`src/rtl/qpsk_pkg.sv`:
```
package qpsk_pkg;
  localparam int unsigned LFSR_W   = 15;
  localparam int unsigned TAP_HI   = 15;
  localparam int unsigned TAP_LO   = 14;
  localparam int unsigned IQ_W     = 2;
  localparam logic [LFSR_W-1:0] PRBS_SEED = 15'h7FFF;
  localparam logic [LFSR_W-1:0] SCR_SEED  = 15'b100101010000000;

  typedef logic signed [IQ_W-1:0] iq_t;
  localparam iq_t IQ_POS  = 2'sb01;
  localparam iq_t IQ_NEG  = 2'sb11;
  localparam iq_t IQ_ZERO = 2'sb00;

  function automatic iq_t sign_of(input logic b);
    return b ? IQ_POS : IQ_NEG;
  endfunction
endpackage

```
`src/rtl/lfsr_core.sv`:
```
module lfsr_core #(
  parameter int unsigned W      = 15,
  parameter int unsigned TAP_HI = 15,
  parameter int unsigned TAP_LO = 14,
  parameter logic [W-1:0] SEED  = '1
) (
  input  logic clk_i,
  input  logic rst_ni,
  input  logic adv_i,
  output logic key_o
);
  logic [W-1:0] state_q;

  assign key_o = state_q[TAP_HI-1] ^ state_q[TAP_LO-1];

  always_ff @(posedge clk_i or negedge rst_ni) begin
    if (!rst_ni)    state_q <= SEED;
    else if (adv_i) state_q <= {state_q[W-2:0], key_o};
  end


  nonzero_state_chk: assert property (@(posedge clk_i) disable iff (!rst_ni)
    state_q != '0);
endmodule

```
`src/rtl/add_scrambler.sv`:
```
module add_scrambler #(
  parameter int unsigned W      = 15,
  parameter int unsigned TAP_HI = 15,
  parameter int unsigned TAP_LO = 14,
  parameter logic [W-1:0] SEED  = '1
) (
  input  logic clk_i,
  input  logic rst_ni,
  input  logic in_vld_i,
  input  logic in_bit_i,
  output logic out_vld_o,
  output logic out_bit_o
);
  logic key;

  lfsr_core #(.W(W), .TAP_HI(TAP_HI), .TAP_LO(TAP_LO), .SEED(SEED)) u_key (
    .clk_i (clk_i),
    .rst_ni(rst_ni),
    .adv_i (in_vld_i),
    .key_o (key)
  );

  always_ff @(posedge clk_i or negedge rst_ni) begin
    if (!rst_ni) begin
      out_vld_o <= 1'b0;
      out_bit_o <= 1'b0;
    end else begin
      out_vld_o <= in_vld_i;
      if (in_vld_i) out_bit_o <= in_bit_i ^ key;
    end
  end


  hold_bit_chk: assert property (@(posedge clk_i) disable iff (!rst_ni)
    !out_vld_o |-> $stable(out_bit_o));
endmodule

```
`src/rtl/pair_mapper.sv`:
```
module pair_mapper
  import qpsk_pkg::*;
(
  input  logic clk_i,
  input  logic rst_ni,
  input  logic bit_vld_i,
  input  logic bit_i,
  output logic sym_vld_o,
  output iq_t  i_o,
  output iq_t  q_o
);
  logic phase_q;
  logic first_q;

  always_ff @(posedge clk_i or negedge rst_ni) begin
    if (!rst_ni) begin
      phase_q   <= 1'b0;
      first_q   <= 1'b0;
      sym_vld_o <= 1'b0;
      i_o       <= IQ_ZERO;
      q_o       <= IQ_ZERO;
    end else begin
      sym_vld_o <= 1'b0;
      if (bit_vld_i) begin
        if (!phase_q) begin
          first_q <= bit_i;
          phase_q <= 1'b1;
        end else begin
          i_o       <= sign_of(first_q);
          q_o       <= sign_of(bit_i);
          sym_vld_o <= 1'b1;
          phase_q   <= 1'b0;
        end
      end
    end
  end


  sym_spacing_chk: assert property (@(posedge clk_i) disable iff (!rst_ni)
    sym_vld_o |=> !sym_vld_o);

  sym_cause_chk: assert property (@(posedge clk_i) disable iff (!rst_ni)
    sym_vld_o |-> $past(bit_vld_i));

  iq_level_chk: assert property (@(posedge clk_i) disable iff (!rst_ni)
    sym_vld_o |-> ((i_o == IQ_POS || i_o == IQ_NEG) && (q_o == IQ_POS || q_o == IQ_NEG)));

  iq_hold_chk: assert property (@(posedge clk_i) disable iff (!rst_ni)
    !sym_vld_o |-> ($stable(i_o) && $stable(q_o)));
endmodule

```
`src/rtl/scr_qpsk_top.sv`:
```
module scr_qpsk_top
  import qpsk_pkg::*;
(
  input  logic       clk_i,
  input  logic       rst_ni,
  input  logic       bit_vld_i,
  output logic       bit_vld_o,
  output logic       prbs_bit_o,
  output logic       scr_bit_o,
  output logic       sym_vld_o,
  output logic [1:0] i_o,
  output logic [1:0] q_o,
  output logic       dsc_vld_o,
  output logic       dsc_bit_o
);
  logic prbs_bit;
  logic scr_vld;
  iq_t  i_val, q_val;

  lfsr_core #(.W(LFSR_W), .TAP_HI(TAP_HI), .TAP_LO(TAP_LO), .SEED(PRBS_SEED)) u_prbs (
    .clk_i (clk_i),
    .rst_ni(rst_ni),
    .adv_i (bit_vld_i),
    .key_o (prbs_bit)
  );

  always_ff @(posedge clk_i or negedge rst_ni) begin
    if (!rst_ni)        prbs_bit_o <= 1'b0;
    else if (bit_vld_i) prbs_bit_o <= prbs_bit;
  end

  add_scrambler #(.W(LFSR_W), .TAP_HI(TAP_HI), .TAP_LO(TAP_LO), .SEED(SCR_SEED)) u_scr (
    .clk_i    (clk_i),
    .rst_ni   (rst_ni),
    .in_vld_i (bit_vld_i),
    .in_bit_i (prbs_bit),
    .out_vld_o(scr_vld),
    .out_bit_o(scr_bit_o)
  );

  assign bit_vld_o = scr_vld;

  add_scrambler #(.W(LFSR_W), .TAP_HI(TAP_HI), .TAP_LO(TAP_LO), .SEED(SCR_SEED)) u_dsc (
    .clk_i    (clk_i),
    .rst_ni   (rst_ni),
    .in_vld_i (scr_vld),
    .in_bit_i (scr_bit_o),
    .out_vld_o(dsc_vld_o),
    .out_bit_o(dsc_bit_o)
  );

  pair_mapper u_map (
    .clk_i    (clk_i),
    .rst_ni   (rst_ni),
    .bit_vld_i(scr_vld),
    .bit_i    (scr_bit_o),
    .sym_vld_o(sym_vld_o),
    .i_o      (i_val),
    .q_o      (q_val)
  );

  assign i_o = i_val;
  assign q_o = q_val;


  loopback_match_chk: assert property (@(posedge clk_i) disable iff (!rst_ni)
    dsc_vld_o |-> (dsc_bit_o == $past(prbs_bit_o)));

  dsc_follow_chk: assert property (@(posedge clk_i) disable iff (!rst_ni)
    bit_vld_o |=> dsc_vld_o);
endmodule

```
`config.mk`:
```
export PLATFORM = sky130hd
export DESIGN_NAME = scr_qpsk_top
export DESIGN_NICKNAME = d
export VERILOG_FILES = /design/src/rtl/qpsk_pkg.sv /design/src/rtl/lfsr_core.sv /design/src/rtl/add_scrambler.sv /design/src/rtl/pair_mapper.sv /design/src/rtl/scr_qpsk_top.sv
export SDC_FILE = /design/constraint.sdc
export NUM_CORES = 1
export LEC_CHECK = 0
export ABC_AREA = 1
export BUFFER_PORTS_ARGS = -buffer_cell sky130_fd_sc_hd__buf_2
export CAP_MARGIN = 20
export CORE_UTILIZATION = 53
export DETAILED_ROUTE_END_ITERATION = 6
export GPL_TIMING_DRIVEN = 0
export PLACE_DENSITY = 0.7
export SLEW_MARGIN = 10
export SYNTH_ARGS = -nofsm -noshare
export SYNTH_HDL_FRONTEND = slang
export SYNTH_SLANG_ARGS = --single-unit
export TNS_END_PERCENT = 50
```
`constraint.sdc`:
```
create_clock -name clk_i -period 0.9 [get_ports clk_i]
set_input_delay 0.045 -clock clk_i [delete_from_list [all_inputs] [get_ports clk_i]]
set_output_delay 0.045 -clock clk_i [all_outputs]
set_load 0.005 [all_outputs]
```
Word-level counts from Yosys, hierarchy flattened
Index checks and enable logic that the tools add are counted.
{ "word_totals": {"regBits": 57, "input_bits": 3, "wordCells": 26} }
{ "op_classes": {"mux": 5, "bitwise": 6, "reduce_logical": 2} }
{ "ops": {"columns": ["cell", "n"], "rows": [
  ["1-bit XOR", 5],
  ["2-bit 2-to-1 mux", 2],
  ["2-bit AND reduction", 2],
  ["1-bit 2-to-1 mux", 3],
  ["1-bit NOT", 1]
]} }

Longest topological paths before layout
Gate-level depths: netlist (run 1).
{ "logic_depth": {"depth_word": 2, "ltp_mapped": 6} }

Hierarchy
A second synthesis (run 1) with hierarchy kept.
{ "unflattened": {"cells_unflattened": 236, "hier_area_um2": 2265.9} }
{ "by_module_without_submodules": {"columns": ["module", "instances", "cells_each", "area_per_inst_um2"], "rows": [
  ["lfsr_core at u_dsc.u_key ...", 2, 62, 604.3],
  ["lfsr_core at u_prbs", 1, 62, 618.1],
  ["pair_mapper", 1, 25, 236.5],
  ["add_scrambler", 2, 10, 81.3],
  ["scr_qpsk_top", 1, 5, 40.0]
]} }

Worst setup path before layout (run 1)
No wires, ideal clock.
{ "synth_path": {"path_type": "register -> register", "startpoint": "register u_scr.out_vld_o", "endpoint": "register u_map.q_o[0]", "setup_ps": 127, "arrival_ps": 838, "required_ps": 773, "slack_ps": -65, "stages_incl_launch_ff": 4, "period_less_slack_ps": 965, "cell_sequence": "dfrtp_1 -> nand2_1 -> inv_1 -> or2_2"} }
{ "synth_between": {"elab_chain_len": 1} }
{ "synth_lines": {"columns": ["element", "line_no", "text"], "rows": [
  ["start, declared", "add_scrambler.sv:11", "output logic out_vld_o,"],
  ["start signal, assigned", "add_scrambler.sv:28", "out_vld_o <= in_vld_i;"],
  ["2-bit AND reduction (no source line)", null, null],
  ["end signal, assigned", "pair_mapper.sv:30", "q_o <= sign_of(bit_i);"],
  ["end, declared", "pair_mapper.sv:10", "output iq_t q_o"]
]} }
No other way between the ends.
A chain may end at the register's enable or synchronous reset.

Final worst setup path (run 1)
{ "layout_path": {"startpoint": "register u_scr.out_vld_o", "endpoint": "register u_dsc.u_key.state_q[0]"} }
{ "layout_rtl": {"columns": ["element", "line_no", "text"], "rows": [
  ["end signal, assigned", "lfsr_core.sv:18", "else if (adv_i) state_q <= {state_q[W-2:0], key_o};"],
  ["end, declared", "lfsr_core.sv:12", "logic [W-1:0] state_q;"]
]} }
No word-level cell between the ends.

==> metrics.md, run 1 <==
| Metric | Value |
|---|---|
| Status | finished, violations left |
| Failing checks | setup timing |
| Period Utilization, post-route | 110% |
| Post-Syn Area | 0.00216 mm² |
| Syn avg cell area | 9.93 µm² |
| Required time at the worst-slack endpoint | 1.14 ns |
| Max clock buf depth | 2 |
| Post-synthesis net count | 221 |
| GRT overflow | 0 |
| Final Hold Viols | 0 |
| RSZ-0062 raised after global routing | true |
| Area contributors post-synth | dfrtp_1 38%, dfstp_2 28%, nand2_1 12%, o21ai_0 8.6%, inv_1 4.5% |
| # Max-Cap Violations | 0 |
| Detail Placement HPWL | 2350 µm |
| DRC Markers | 0 |
| Nets | approximately 250 |
| Ys flop type | dfrtp_1 |
| CP startpoint | u_scr.out_vld_o |
| Initial antenna violation count | 0 |
| Cell taking the most area after synthesis | dfrtp_1 |
| CP Cell Sequence | buf_6 > buf_8 > a31oi_4 |
| Worst-path clk slew | ~0.10 ns |
| Via density | 5.10 |
| Tmin final | 0.993 ns |
| First-pass GRT wire length | 6200 µm |
| Die Width | 65.9 µm |
| Num rows | 22 |
| I/O pin count | 13 |
| Total track usage | 19.5% |
| Post-synth EDFFs | 0 |
| Hold WC Path Type | input pin to register |
| ANT cells | 0 |
| Root Buffer | clkbuf_8 |
| Worst vdd ir | 1.27 mV |
| CTS tree | built |
| Routed WL per cell | 13.3 µm |
| Top-area cell type share of the netlist area | 38.2% |
| Clock Sinks | 56 |
| Port bufs | 12 |
| CP startpoint kind | register |
| Setup TNS | -0.957 ns |
| DIE HEIGHT | 65.9 µm |
| Top-count cell post-synth | nand2_1 |
| Largest net degree at the start of global routing | 39 |
| Post-synthesis register bit count | 56 |
| Final RePlAce weighted congestion | 0.777 |
| Sequential share of the synthesized area | 66.1% |
| Final setup viols | 19 |
| Starting Density | 57.0% |
| Routed Antenna Nets | 0 |
| Total CTS buffers | 5 |
| Core area | 0.00380 mm² |
| Warnings from Yosys | 0 |
| Asr flop ratio synth | between 90% and 100% |
| DR iter-0 viols | 106 |
| Die area | 0.00434 mm² |
| Worst-Margin Slew | 0.282 ns |
| Post-Route WL | 3910 µm |
| Max Slew Vio Count | 0 |
| CP Max Fanout | 10 |
| CP Data Arrival Time | 1.24 ns |
| Layout area overhead | 20.9% |
| Commonest cells in the synthesized netlist | 69 x nand2_1, 37 x o21ai_0, 33 x dfrtp_1 |
| CP endpoint kind | register |
| Max Clock Freq | 1010 MHz |
| H-Tree Level Count | 2 |
| Setup Skew | 0.0100 ns |
| Share of layout cells above drive strength 1 | 38.6% |
| Worst setup path class | register to register |
| P_leak | 1.18 nW |
| Worst setup margin | -0.0931 ns |
| Vias in the first global route | 1488 |
| PD cells | 2210 mW/mm² |
| R2R Path Start | u_scr.out_vld_o |
| Slew headroom | 81.2% |
| Cell count after synthesis | around 220 |
| Worst path slowest cell | dfrtp_2 |
| Pre-CTS WS | -0.124 ns |
| First-pass DRT Iterations | 4 |
| Final Util | 68.9% |
| Worst-skew pair later-pin latency | about 0.31 ns |
| Max incr delay on CP | 0.47 ns |
| Distinct cells, synth | 19 |
| HP Start | bit_vld_i |
| Via count | 1500 |
## worst paths after layout
kind | to | slack (ns) | depth (start not counted)
worst max register to register | u_dsc.u_key.state_q[0] | -0.09 | 3
worst min-delay path | u_prbs.state_q[14] | 0.06 | 3
worst min register to register | u_prbs.state_q[12] | 0.46 | 2
worst max-delay path | u_dsc.u_key.state_q[0] | -0.09 | 3
min in group asynchronous | u_dsc.u_key.state_q[10] | 0.16 | 2
max in group asynchronous | u_prbs.state_q[0] | 0.18 | 3
## final cells by class
class | instances | area [µm²]
buffer | 10 | 104
clock buffer | 7 | 76.3
clock inverter | 1 | 5.00
fill | 289 | 1180
inverter | 28 | 110
multi-input combinational | 124 | 664
sequential | 56 | 1430
tap | 48 | 60.1
timing repair buffer | 20 | 164
## where the power goes
| part | total [mW] | internal, mW | switching (mW) | leakage [nW] |
|---|---|---|---|---|
| Clock | 1.31 | 0.548 | 0.758 | 0.0422 |
| Combinational | 1.07 | 0.455 | 0.617 | 0.482 |
| Sequential | 3.40 | 3.13 | 0.268 | 0.656 |
## per-stage QoR
step | hold slack [ns] | power (mW) | area, µm² | std cells
detailed placement | 0.0125 | 4.28 | 2320 | 279
global placement | 0.179 | 4.22 | 2300 | 278
finish | 0.0634 | 5.78 | 2620 | 294
global route | 0.0668 | 6.12 | 2620 | 294
CTS | 0.0630 | 5.68 | 2500 | 291
floorplan | -0.251 | 3.95 | 2180 | 218
## cell families after synthesis
family          Yosys count  synth area share (%)
simple gates             78                  14.3
flops                    56                  66.1
compound gates           46                  10.9
buf+inv                  38                  8.79
## flip-flops by register name, summed over array words and instances, names as in the netlist, 2 cells and up
| name | cells |
|---|---|
| u_dsc.u_key.state_q | 15 |
| u_prbs.state_q | 15 |
| u_scr.u_key.state_q | 15 |
| u_map.q_o | 2 |
## placed cells by master, fill, tap and decap left out
cell type      netlist  routed
buf_4                3       5
clkbuf_4             0       1
buf_8                0       2
inv_1               26      21
a31oi_4              0       1
o21ai_2              1       7
nor2_1               1       1
dlygate4sd3_1        0       2
nand2_1             69      54
nand3_4              0       1
inv_2                1       5
buf_2                2      11
nand2_2              0      12
clkbuf_16            0       1
dfrtp_1             33      31
dfstp_2             23      23
nand3_2              0       3
clkbuf_1             0       2
or2_4                1       2
o21ai_0             37      23
nand2_4              0       3
buf_6                4       6
clkbuf_8             0       5
inv_4                1       2
nand4_1              1       1
clkbuf_2             1       1
o21ai_1              7      15
clkinv_2             0       1
nand3_1              5       1
dfrtp_2              0       2
buf_12               0       1
## what timing repair did
action                                  in CTS  in global routing
pin swaps                                    5                  5
setup buffers                                2                  2
hold buffers                                 2                  0
gates resized for setup                     24                 29
cloned                                       0                  1
endpoints found under the hold margin       17                  0
endpoints found under the setup margin      25                 49
## metal layers
| layer | part of all wire (%) | vias up | track usage, % |
|---|---|---|---|
| li1 | - | 733 | - |
| met1 | 46 | 737 | 22.3 |
| met2 | 49 | 24 | 33.4 |
| met3 | 3.1 | 6 | 5.34 |
| met4 | 1.7 | 0 | 9.24 |
| met5 | 0 | - | 0 |
## critical path, delay by kind of cell, from the launching register on
kind            cells  cell delay (ns)
flops               1             0.47
buf+inv             2             0.29
compound gates      1             0.17
No activity file was read; power rests on OpenSTA's default activity.
==> run 2, diff against run 1 <==
Settings changed: GPL_TIMING_DRIVEN 0 to not set.
==> metrics.md, run 2 (synthesis results as in run 1) <==
| Metric | Value |
|---|---|
| Post-placement cell area | 0.00228 mm² (was 0.00232 mm²) |
| Vias in the first global route | 1319 (was 1488) |
| CP endpoint kind | register (unchanged) |
| Period Utilization, post-route | 113% (was 110%) |
| Sequential cell area | 0.00143 mm² (unchanged) |
| Worst setup margin | -0.113 ns (was -0.0931 ns) |
| Max clock buf depth | 2 (unchanged) |
| Tmin final | 1.01 ns (was 0.993 ns) |
| DR iter-0 viols | 69 (was 106) |
| Setup TNS | -0.812 ns (was -0.957 ns) |
| Via count | 1416 (was 1500) |
| Starting Density | 57.0% (unchanged) |
| Total CTS buffers | 5 (unchanged) |
| Top delay family on crit path | flip-flops (unchanged) |
| Worst-skew pair later-pin latency | 0.31 ns (about the same) |
| Die Width | 65.9 µm (unchanged) |
| Detail Placement HPWL | 2040 µm (was 2350 µm) |
| Routed Antenna Nets | 0 (unchanged) |
| GRT overflow | 0 (unchanged) |
| Commonest non-fill, non-tap cell in the layout | nand2_1 (unchanged) |
| Worst-path clk slew | 0.10 ns (about the same) |
| Num rows | 22 (unchanged) |
| Worst path slowest cell | dfrtp_2 (unchanged) |
| CP Cell Sequence | buf_6 > inv_6 > or2_4 > nand2_2 > o21ai_2 (was buf_6 > buf_8 > a31oi_4) |
| Non-filler cells, final | 290 (was 294) |
| Layout area overhead | 19.7% (was 20.9%) |
| Final Hold Viols | 0 (unchanged) |
| P_leak | 1.17 nW (was 1.18 nW) |
| Status | finished, violations left (unchanged) |
| Worst setup path class | register to register (unchanged) |
| Max Slew Vio Count | 0 (unchanged) |
| Share of layout cells above drive strength 1 | 36.8% (was 38.6%) |
| First-pass GRT wire length | 5630 µm (was 6200 µm) |
| R2R Setup Slk | -0.11 ns (was -0.09 ns) |
| DP Cell Count | 276 (was 279) |
| Multi-input logic area | 641 µm² (was 664 µm²) |
| Setup Skew | 0.0115 ns (was 0.0100 ns) |
| Required time at the worst-slack endpoint | 1.11 ns (was 1.14 ns) |
| Failing checks | setup timing (unchanged) |
| CTS tree | built (unchanged) |
| Max Clock Freq | 987 MHz (was 1010 MHz) |
| CP Data Arrival Time | 1.22 ns (was 1.24 ns) |
| CP Max Fanout | 7 (was 10) |
| Routed WL per cell | 11.8 µm (was 13.3 µm) |
| Clock Sinks | 56 (unchanged) |
| PD cells | 2440 mW/mm² (was 2210 mW/mm²) |
| Max incr delay on CP | 0.39 ns (was 0.47 ns) |
| Final Cell Area | 0.00259 mm² (was 0.00262 mm²) |
| First-pass DRT Iterations | 4 (unchanged) |
| Via density | 4.88 (was 5.10) |
| Port bufs | 12 (unchanged) |
| DIE HEIGHT | 65.9 µm (unchanged) |
| RSZ-0062 raised after global routing | true (unchanged) |
| Post-Route WL | 3410 µm (was 3910 µm) |
| Most frequent cells in the layout | 55 x nand2_1, 31 x dfrtp_1, 23 x dfstp_2 (was 54 x nand2_1, 31 x dfrtp_1, 23 x o21ai_0, 23 x dfstp_2, 21 x inv_1) |
| Worst-Margin Slew | 0.284 ns (was 0.282 ns) |
| Slew headroom | 81.0% (was 81.2%) |
| Root Buffer | clkbuf_8 (unchanged) |
| Nets | 244 (was 248) |
| Initial antenna violation count | 0 (unchanged) |
| H-Tree Level Count | 2 (unchanged) |
| Largest net degree at the start of global routing | 57 (was 39) |
| FILL cells | 269 (was 289) |
| Hold WC Path Type | input pin to register (unchanged) |
| Total power | 6.33 mW (was 5.78 mW) |
| Biggest regs | u_dsc.u_key.state_q: 15 flops, u_prbs.state_q: 15 flops, u_scr.u_key.state_q: 15 flops (unchanged) |
| Total track usage | 17.8% (was 19.5%) |
| CP startpoint kind | register (unchanged) |
| Core area | 0.00380 mm² (unchanged) |
| Worst path bufs/invs | 2 (unchanged) |
| ANT cells | 0 (unchanged) |
| Worst vdd ir | 1.50 mV (was 1.27 mV) |
| # Max-Cap Violations | 0 (unchanged) |
| DRC Markers | 0 (unchanged) |
| Final setup viols | 19 (unchanged) |
| Die area | 0.00434 mm² (unchanged) |
| Final RePlAce weighted congestion | 0.702 (was 0.777) |
| I/O pin count | 13 (unchanged) |
-- run 2: cell types whose count changed in the layout (fill, tap and decap cells not counted), sizes merged --
cell | previous run | this run
dlygate4sd3 | 2 | 1
clkbuf | 10 | 6
bufinv | 0 | 2
clkinv | 1 | 0
-- run 2: path summary, 6_finish.rpt --
check | endpoint | startpoint | depth (start not counted)
min in group asynchronous | u_dsc.u_key.state_q[8] | rst_ni | 3
setup reg to reg | u_map.first_q | u_scr.out_vld_o | 5
hold / removal | u_prbs.state_q[0] | bit_vld_i | 2
max in group asynchronous | u_scr.u_key.state_q[7] | rst_ni | 3
setup / recovery | u_map.first_q | u_scr.out_vld_o | 5
hold reg to reg | u_prbs.state_q[12] | u_prbs.state_q[11] | 2
-- run 2: where the power goes --
part	internal, mW	leakage, nW	switching [mW]	total (mW)
combinational	0.464	0.452	0.585	1.05
sequential	3.14	0.656	0.269	3.40
clock	1.11	0.0654	0.763	1.87
-- run 2: cell type report --
class | instances | area share, %
sequential | 56 | 55.3
multi-input combinational | 124 | 24.7
clock inverter | 2 | 2.32
timing repair buffer | 26 | 8.21
clock buffer | 6 | 2.80
tap | 48 | 2.32
inverter | 28 | 4.35
-- run 2: worst register-to-register path, cell delays in order, from the launching register on --
cell and delay, ns:
dfrtp_2 0.39, buf_6 0.14, inv_6 0.05, or2_4 0.24, nand2_2 0.06, o21ai_2 0.04
-- run 2: repair_timing --
action,4_1_cts,5_1_grt
hold buffers,1,0
endpoints found under the hold margin,56,0
endpoints found under the setup margin,20,32
cloned,1,0
gates resized for setup,33,21
setup buffers,3,1
pin swaps,6,2
-- run 2: layer usage --
metal	GRT usage [%]	part of all wire [%]
met1	22.1	49
met2	28.1	45
met3	4.66	3.5
met4	9.78	2.2
met5	0	0
-- run 2: through the flow --
step / hold WS, ns / setup slack (ns) / util, %
after floorplan: -0.251 / -0.0460 / -
after global placement: 0.0615 / -0.0707 / 60.1
after detailed placement: 0.0593 / -0.0953 / 60.1
after CTS: 0.0277 / -0.118 / 66.3
after global routing: 0.0216 / -0.161 / 68.2
final: 0.0164 / -0.113 / 68.2
==> run 3, diff against run 2 <==
Settings changed: SKIP_CTS_REPAIR_TIMING set to 1.
==> metrics.md, run 3 (synthesis results as in run 1) <==
| Metric | Value |
|---|---|
| Status | finished, violations left (unchanged) |
| Failing checks | setup timing (unchanged) |
| Worst vdd ir | 1.49 mV (was 1.50 mV) |
| CP endpoint kind | primary output (was register) |
| Share of layout cells above drive strength 1 | 32.8% (was 36.8%) |
| Max Slew Vio Count | 0 (unchanged) |
| Setup TNS | -1.22 ns (was -0.812 ns) |
| Via count | 1392 (was 1416) |
| Die area | 0.00434 mm² (unchanged) |
| DP Cell Count | 276 (unchanged) |
| Root Buffer | clkbuf_8 (unchanged) |
| Layout area overhead | 17.2% (was 19.7%) |
| GRT overflow | 0 (unchanged) |
| DR iter-0 viols | 88 (was 69) |
| Final Hold Viols | 0 (unchanged) |
| Tmin final | 1.02 ns (was 1.01 ns) |
| Top delay family on crit path | flip-flops (unchanged) |
| P_leak | 1.15 nW (was 1.17 nW) |
| Port bufs | 12 (unchanged) |
| Core area | 0.00380 mm² (unchanged) |
| CP Max Fanout | 4 (was 7) |
| Final RePlAce weighted congestion | 0.702 (unchanged) |
| CP Data Arrival Time | 0.98 ns (was 1.22 ns) |
| CP Cell Sequence | buf_6 > buf_6 (was buf_6 > inv_6 > or2_4 > nand2_2 > o21ai_2) |
| Worst-path clk slew | 0.10 ns (about the same) |
| Largest net degree at the start of global routing | 57 (unchanged) |
| Via density | 4.82 (was 4.88) |
| Worst-skew pair later-pin latency | 0.31 ns (about the same) |
| Num rows | 22 (unchanged) |
| Total track usage | 17.1% (was 17.8%) |
| Final Cell Area | 0.00254 mm² (was 0.00259 mm²) |
| Post-placement cell area | 0.00228 mm² (unchanged) |
| Initial antenna violation count | 0 (unchanged) |
| Post-Route WL | 3310 µm (was 3410 µm) |
| Worst path bufs/invs | 2 (unchanged) |
| Worst path slowest cell | dfrtp_2 (unchanged) |
| Biggest regs | u_dsc.u_key.state_q: 15 flops, u_prbs.state_q: 15 flops, u_scr.u_key.state_q: 15 flops (unchanged) |
| DIE HEIGHT | 65.9 µm (unchanged) |
| Max clock buf depth | 2 (unchanged) |
| CP startpoint kind | register (unchanged) |
| Total power | 6.23 mW (was 6.33 mW) |
| I/O pin count | 13 (unchanged) |
| Top cell by count, worst path | buf_6 |
| Non-filler cells, final | 289 (was 290) |
| PD cells | 2460 mW/mm² (was 2440 mW/mm²) |
| First-pass DRT Iterations | 4 (unchanged) |
| Required time at the worst-slack endpoint | 0.85 ns (was 1.11 ns) |
| # Max-Cap Violations | 0 (unchanged) |
| Starting Density | 57.0% (unchanged) |
| ANT cells | 0 (unchanged) |
| Hold WC Path Type | input pin to register (unchanged) |
| Max Clock Freq | 978 MHz (was 987 MHz) |
| Total CTS buffers | 5 (unchanged) |
| Nets | 243 (was 244) |
| CTS tree | built (unchanged) |
| Die Width | 65.9 µm (unchanged) |
| Clock Sinks | 56 (unchanged) |
| Slew headroom | 81.0% (about the same) |
| Commonest non-fill, non-tap cell in the layout | nand2_1 (unchanged) |
| RSZ-0062 raised after global routing | true (unchanged) |
| Routed WL per cell | 11.4 µm (was 11.8 µm) |
| Final setup viols | 23 (was 19) |
| H-Tree Level Count | 2 (unchanged) |
| Period Utilization, post-route | 114% (was 113%) |
| First-pass GRT wire length | 5420 µm (was 5630 µm) |
| DRC Markers | 0 (unchanged) |
| Max incr delay on CP | 0.44 ns (was 0.39 ns) |
| Vias in the first global route | 1285 (was 1319) |
| Worst setup path class | register to primary output (was register to register) |
| Detail Placement HPWL | 2040 µm (unchanged) |
| Most frequent cells in the layout | 62 x nand2_1, 31 x dfrtp_1, 26 x o21ai_0 (was 55 x nand2_1, 31 x dfrtp_1, 23 x dfstp_2) |
| Routed Antenna Nets | 0 (unchanged) |
| Setup Skew | 0.0127 ns (was 0.0115 ns) |
| Worst setup margin | -0.122 ns (was -0.113 ns) |
| Worst-Margin Slew | 0.286 ns (was 0.284 ns) |
==> run 3: cell types whose count changed in the layout (fill, tap and decap cells not counted), sizes merged <==
| cell | before | now |
|---|---|---|
| dlygate4sd3 | 1 | 2 |
| buf | 25 | 23 |
==> run 3: area by class of cell <==
class / instances / area [µm²]
clock buffers: 6 / 72.6
clock inverters: 2 / 60.1
fillers: 283 / 1260
inverters: 28 / 110
multi-input cells: 124 / 604
flip-flops and latches: 56 / 1430
well taps: 48 / 60.1
repair buffers: 25 / 196
==> run 3: per-stage QoR <==
stage	hold WS [ns]	util [%]	setup slack (ns)
2_1_floorplan	-0.251	-	-0.0460
3_3_place_gp	0.0615	60.1	-0.0707
3_5_place_dp	0.0593	60.1	-0.0953
4_1_cts	-0.287	63.6	-0.280
5_1_grt	0.0623	66.8	-0.161
6_report	0.0635	66.8	-0.122
==> run 3: per-layer routing <==
layer  wire length (µm)  GRT usage [%]  part of all wire (%)  up-vias
met3                 86           4.83                   2.6        7
met5                  0              0                     0        -
li1                   -              -                     -      723
met4                 78           9.78                   2.4        0
met2               1490           26.7                    45       14
met1               1650           21.2                    50      648
==> run 3: tightest hold or removal path, cell delays in order <==
cell and delay (ns):
buf_2 0.17, nand3_2 0.12, o21ai_2 0.05
==> run 3: path summary, 6_finish.rpt <==
check	start	end	slack, ns	cells after the start
setup / recovery	u_scr.out_vld_o	bit_vld_o	-0.12	2
hold / removal	bit_vld_i	u_prbs.state_q[0]	0.06	3
setup reg to reg	u_scr.out_vld_o	u_map.first_q	-0.11	5
hold reg to reg	u_prbs.state_q[11]	u_prbs.state_q[12]	0.47	2
max in group asynchronous	rst_ni	u_scr.u_key.state_q[7]	0.33	3
min in group asynchronous	rst_ni	u_dsc.u_key.state_q[8]	0.26	3
==> run 3: report_power, final <==
| part | internal [mW] | switching (mW) | leakage, nW |
|---|---|---|---|
| Sequential | 3.13 | 0.254 | 0.656 |
| Clock | 1.11 | 0.766 | 0.0654 |
| Combinational | 0.415 | 0.547 | 0.427 |
| Total | 4.66 | 1.57 | 1.15 |
